`src/rtl/vend_pkg.sv`:
```
package vend_pkg;

    localparam int CREDIT_LEVELS = 4;
    localparam int TOP_IDX       = CREDIT_LEVELS - 1;

    typedef enum logic [CREDIT_LEVELS-1:0] {
        CR_0C  = CREDIT_LEVELS'(1),
        CR_5C  = CREDIT_LEVELS'(2),
        CR_10C = CREDIT_LEVELS'(4),
        CR_15C = CREDIT_LEVELS'(8)
    } credit_e;

    typedef enum logic [1:0] {
        COIN_NONE   = 2'd0,
        COIN_NICKEL = 2'd1,
        COIN_DIME   = 2'd2
    } coin_e;

endpackage

```
`src/rtl/coin_decode.sv`:
```
module coin_decode
    import vend_pkg::*;
(
    input  logic  nickel_i,
    input  logic  dime_i,
    output coin_e coin_o
);

    // Both lines high resolves to a dime
    always_comb begin
        if (dime_i)
            coin_o = COIN_DIME;
        else if (nickel_i)
            coin_o = COIN_NICKEL;
        else
            coin_o = COIN_NONE;
    end

endmodule

```
`src/rtl/credit_next.sv`:
```
module credit_next
    import vend_pkg::*;
(
    input  credit_e cur_i,
    input  coin_e   coin_i,
    output credit_e nxt_o
);

    always_comb begin
        nxt_o = CR_0C;
        unique case (cur_i)
            CR_0C: begin
                case (coin_i)
                    COIN_NICKEL: nxt_o = CR_5C;
                    COIN_DIME:   nxt_o = CR_10C;
                    default:     nxt_o = CR_0C;
                endcase
            end
            CR_5C: begin
                case (coin_i)
                    COIN_NICKEL: nxt_o = CR_10C;
                    COIN_DIME:   nxt_o = CR_15C;
                    default:     nxt_o = CR_5C;
                endcase
            end
            CR_10C: begin
                // any coin completes the price; dime excess is dropped
                case (coin_i)
                    COIN_NICKEL: nxt_o = CR_15C;
                    COIN_DIME:   nxt_o = CR_15C;
                    default:     nxt_o = CR_10C;
                endcase
            end
            CR_15C:  nxt_o = CR_15C;
            default: nxt_o = CR_0C;
        endcase
    end

endmodule

```
`src/rtl/credit_reg.sv`:
```
module credit_reg
    import vend_pkg::*;
(
    input  logic    clk,
    input  logic    rst,
    input  credit_e nxt_i,
    output credit_e cur_o
);

    always_ff @(posedge clk) begin
        if (rst)
            cur_o <= CR_0C;
        else
            cur_o <= nxt_i;
    end

endmodule

```
`src/rtl/coin_vend_ctrl.sv`:
```
module coin_vend_ctrl
    import vend_pkg::*;
(
    input  logic clk,
    input  logic rst,
    input  logic nickel_i,
    input  logic dime_i,
    output logic open_o,
    output logic state_bad_o
);

    coin_e                    coin;
    credit_e                  state_q;
    credit_e                  state_d;
    logic [CREDIT_LEVELS-1:0] state_bits;

    coin_decode u_coin_decode (
        .nickel_i (nickel_i),
        .dime_i   (dime_i),
        .coin_o   (coin)
    );

    credit_next u_credit_next (
        .cur_i  (state_q),
        .coin_i (coin),
        .nxt_o  (state_d)
    );

    credit_reg u_credit_reg (
        .clk   (clk),
        .rst   (rst),
        .nxt_i (state_d),
        .cur_o (state_q)
    );

    assign state_bits = state_q;

    // Outputs come straight from the state flip-flops
    always_comb begin
        open_o      = state_bits[TOP_IDX];
        state_bad_o = ($countones(state_bits) != 1);
    end

endmodule

```
`config.mk`:
```
export PLATFORM = sky130hd
export DESIGN_NAME = coin_vend_ctrl
export DESIGN_NICKNAME = d
export VERILOG_FILES = /design/src/rtl/vend_pkg.sv /design/src/rtl/coin_decode.sv /design/src/rtl/credit_next.sv /design/src/rtl/credit_reg.sv /design/src/rtl/coin_vend_ctrl.sv
export SDC_FILE = /design/constraint.sdc
export NUM_CORES = 1
export LEC_CHECK = 0
export BUFFER_PORTS_ARGS = -buffer_cell sky130_fd_sc_hd__buf_2
export CAP_MARGIN = 20
export CORE_AREA = 2 2 39 41
export DETAILED_ROUTE_END_ITERATION = 6
export DIE_AREA = 0 0 41 43
export PLACE_DENSITY_LB_ADDON = 0.3
export SLEW_MARGIN = 10
export SYNTH_ARGS = -nofsm -noshare
export SYNTH_HDL_FRONTEND = slang
export SYNTH_SLANG_ARGS = --single-unit
```
`constraint.sdc`:
```
create_clock -name clk -period 3 [get_ports clk]
set_clock_uncertainty 0.15 [all_clocks]
set_input_delay 0.6 -clock clk [delete_from_list [all_inputs] [get_ports clk]]
set_output_delay 0.6 -clock clk [all_outputs]
set_load 0.05 [all_outputs]
```
==> out/results.ini <==
[clock_network]
cts_buffers = 3
clock_sinks = 4
clk_pin_slew_ns = 0.04
cts_buffer_depth = 2
clkLatencyLatePin_ns = 0.23
h-tree-depth = 1
post_cts_buffers = 0
holdBufCountCts = 0
cts.repair.resized = 0
cts_tree = done
clockRootBuffer = clkbuf_4

[route]
wl_per_cell_um = 9.70
routed_wl_um = 582
first_iter_violations = 4
vias = 273
vias_per_cell = 4.55
antenna_left = 0
firstDrtPassIters = 2
drc = 0

[timing]
worstMarginPinSlew_ns = 0.397
period_share = 0.937
finalMaxSlewViolations = 0
setup_viol = 0
relSlewSlack = 0.736
tns_ns = 0
post-route-min-period_ns = 2.81
hold_viol = 0
rsz0062_at_grt = false
whs_ns = 0.322
fmax_ghz = 0.356
setup_slack_ns = 0.188

[yosys]
yosys-top-cells-area = dfxtp_1 24%, ha_1 19%, mux2_2 6.7%, fa_1 5.9%, inv_1 5.6%
yosysTopAreaCellShare = 0.237
synth_area_leader_cell = dfxtp_1
synth_common_cells = 5 x ha_1, 5 x inv_1, 4 x dfxtp_1
synth-main-ff-cell = dfxtp_1
synth.distinct_cells = 20
synthCells = 36
synth_nets = 46
ys_warn_count = 0
ys_seq_elements = 4
syn_area_per_cell_um2 = 9.38
netlist_area_um2 = 338
synth_edf_count = 0
ys_seq_area_frac = 0.237
synthArstFlopShare = 0

[floorplan]
fp.dieH_um = 43
core-area_mm2 = 0.00138
die_w_um = 41
num_rows = 14
start_util = 0.244
dieArea_mm2 = 0.00176
ios = 6

[critical_path]
r2r-start = u_credit_reg.cur_o[0]
path_cells = inv_1, fa_1, inv_1, ha_1, ha_1, nor2_1, nand2_1, buf_2
r2r_cells = 5
worstSetupStartpoint = u_credit_reg.cur_o[3]
critical_path.endpoint = state_bad_o
startpoint_type = flop
critPathSlowestCell = fa_1
endpoint_kind = primary output
reg2reg_to = u_credit_reg.cur_o[2]
cp.required_ns = 2.25
slowest_delay_ns = 0.53
worstPathArrival_ns = 2.06
critical_path_class = flop to primary output
critical_path_peak_fanout = 7
r2r_setup_slack_ns = 1.35

[placed_design]
dp.final_hpwl_um = 483
gp_congestion = 0.696
port_buffers = 5
place_ws_ns = 0.424

[layout]
multi_input_area_um2 = 239
nFillCells = 152
reg_top3 = u_credit_reg.cur_o: 4 flops
regMostFlops = u_credit_reg.cur_o
ff_latch_area_um2 = 81.3
drive_above_1_share = 0.295
area_growth_pct = 20.4
n_antenna_cell = 0
largest_reg_flops = 4
fin_nets = 56

[min_path]
hold_class = flop to flop
hp-start = u_credit_reg.cur_o[3]

[run_status]
status = completed

[grt]
grt_pass1_vias = 243
grt_max_degree = 10
antenna_found_initial = 0
grt_pass1_wl_mm = 1.04
grt_use_total = 0.0906
overflow = 0

[power]
power_density_mw_per_mm2 = 587
p_leak_nw = 0.195
peakVddDrop_uv = 207

[job]
maxCapViolations = 0

per-stage QoR:
| step | std cells | cell area (µm²) | util | power, mW |
|---|---|---|---|---|
| 2_1_floorplan | 36 | 339 | - | 0.152 |
| 3_3_place_gp | 57 | 384 | 0.278 | 0.175 |
| 3_5_place_dp | 57 | 384 | 0.278 | 0.173 |
| 4_1_cts | 60 | 407 | 0.294 | 0.242 |
| 5_1_grt | 60 | 407 | 0.294 | 0.256 |
| 6_report | 60 | 407 | 0.294 | 0.239 |
area by class of cell:
cell class                      instances  area share
Timing Repair Buffer                    5      0.0615
Multi-Input combinational cell         27       0.588
Inverter                                5      0.0462
Clock buffer                            3      0.0554
Sequential cell                         4       0.200
Tap cell                               16      0.0492
kinds of logic (layout without fill, tap and decap cells):
group,after synthesis,after routing,synth area share
muxes,2,2,0.0667
and+or+nand+nor,12,12,0.218
AOI/OAI and AO/OA,7,7,0.178
buffers and inverters,5,13,0.0556
DFF,4,4,0.237
adders and majority gates,6,6,0.244
placed cells by master (no fill, tap or decap):
master     count
inv_1          5
ha_1           5
buf_2          5
clkbuf_4       3
dfxtp_1        3
nand2_1        2
nand2b_1       2
nand3b_1       2
mux2_2         2
and3_1         2
nor2_1         1
o21bai_1       1
a21oi_1        1
a221oi_1       1
nor3_1         1
nand2_2        1
nand4bb_1      1
o311a_1        1
a2111oi_2      1
o22ai_1        1
o21a_1         1
fa_1           1
dfxtp_2        1
worst min path at each step:
stage / to / slack, ns / depth (start not counted)
after floorplan: u_credit_reg.cur_o[2] / 0.40 / 2
after CTS: u_credit_reg.cur_o[2] / 0.32 / 1
after global placement: u_credit_reg.cur_o[2] / 0.31 / 1
final: u_credit_reg.cur_o[2] / 0.32 / 1
after detailed placement: u_credit_reg.cur_o[2] / 0.32 / 1
after global routing: u_credit_reg.cur_o[2] / 0.34 / 1
routing by layer:
layer	routed length, µm	vias up	GRT usage
met5	0	-	0
met2	259	4	0.109
met4	18	0	0.100
met3	13	4	0.0157
li1	-	147	-
met1	291	118	0.120
critical path, delay by kind of cell, from the launching register on:
kind	cells	cell delay, ns
flip-flops	1	0.37
AND/OR/NAND/NOR	2	0.15
buffers and inverters	3	0.34
adder cells (fa/ha/maj)	3	0.97
report_power, final:
part,leakage [nW],switching (mW),internal (mW)
logic,0.148,0.0676,0.0377
registers,0.0333,0.00723,0.0602
clock network,0.0138,0.0211,0.0447
total,0.195,0.0960,0.143
No activity file was read; power rests on OpenSTA's default activity.
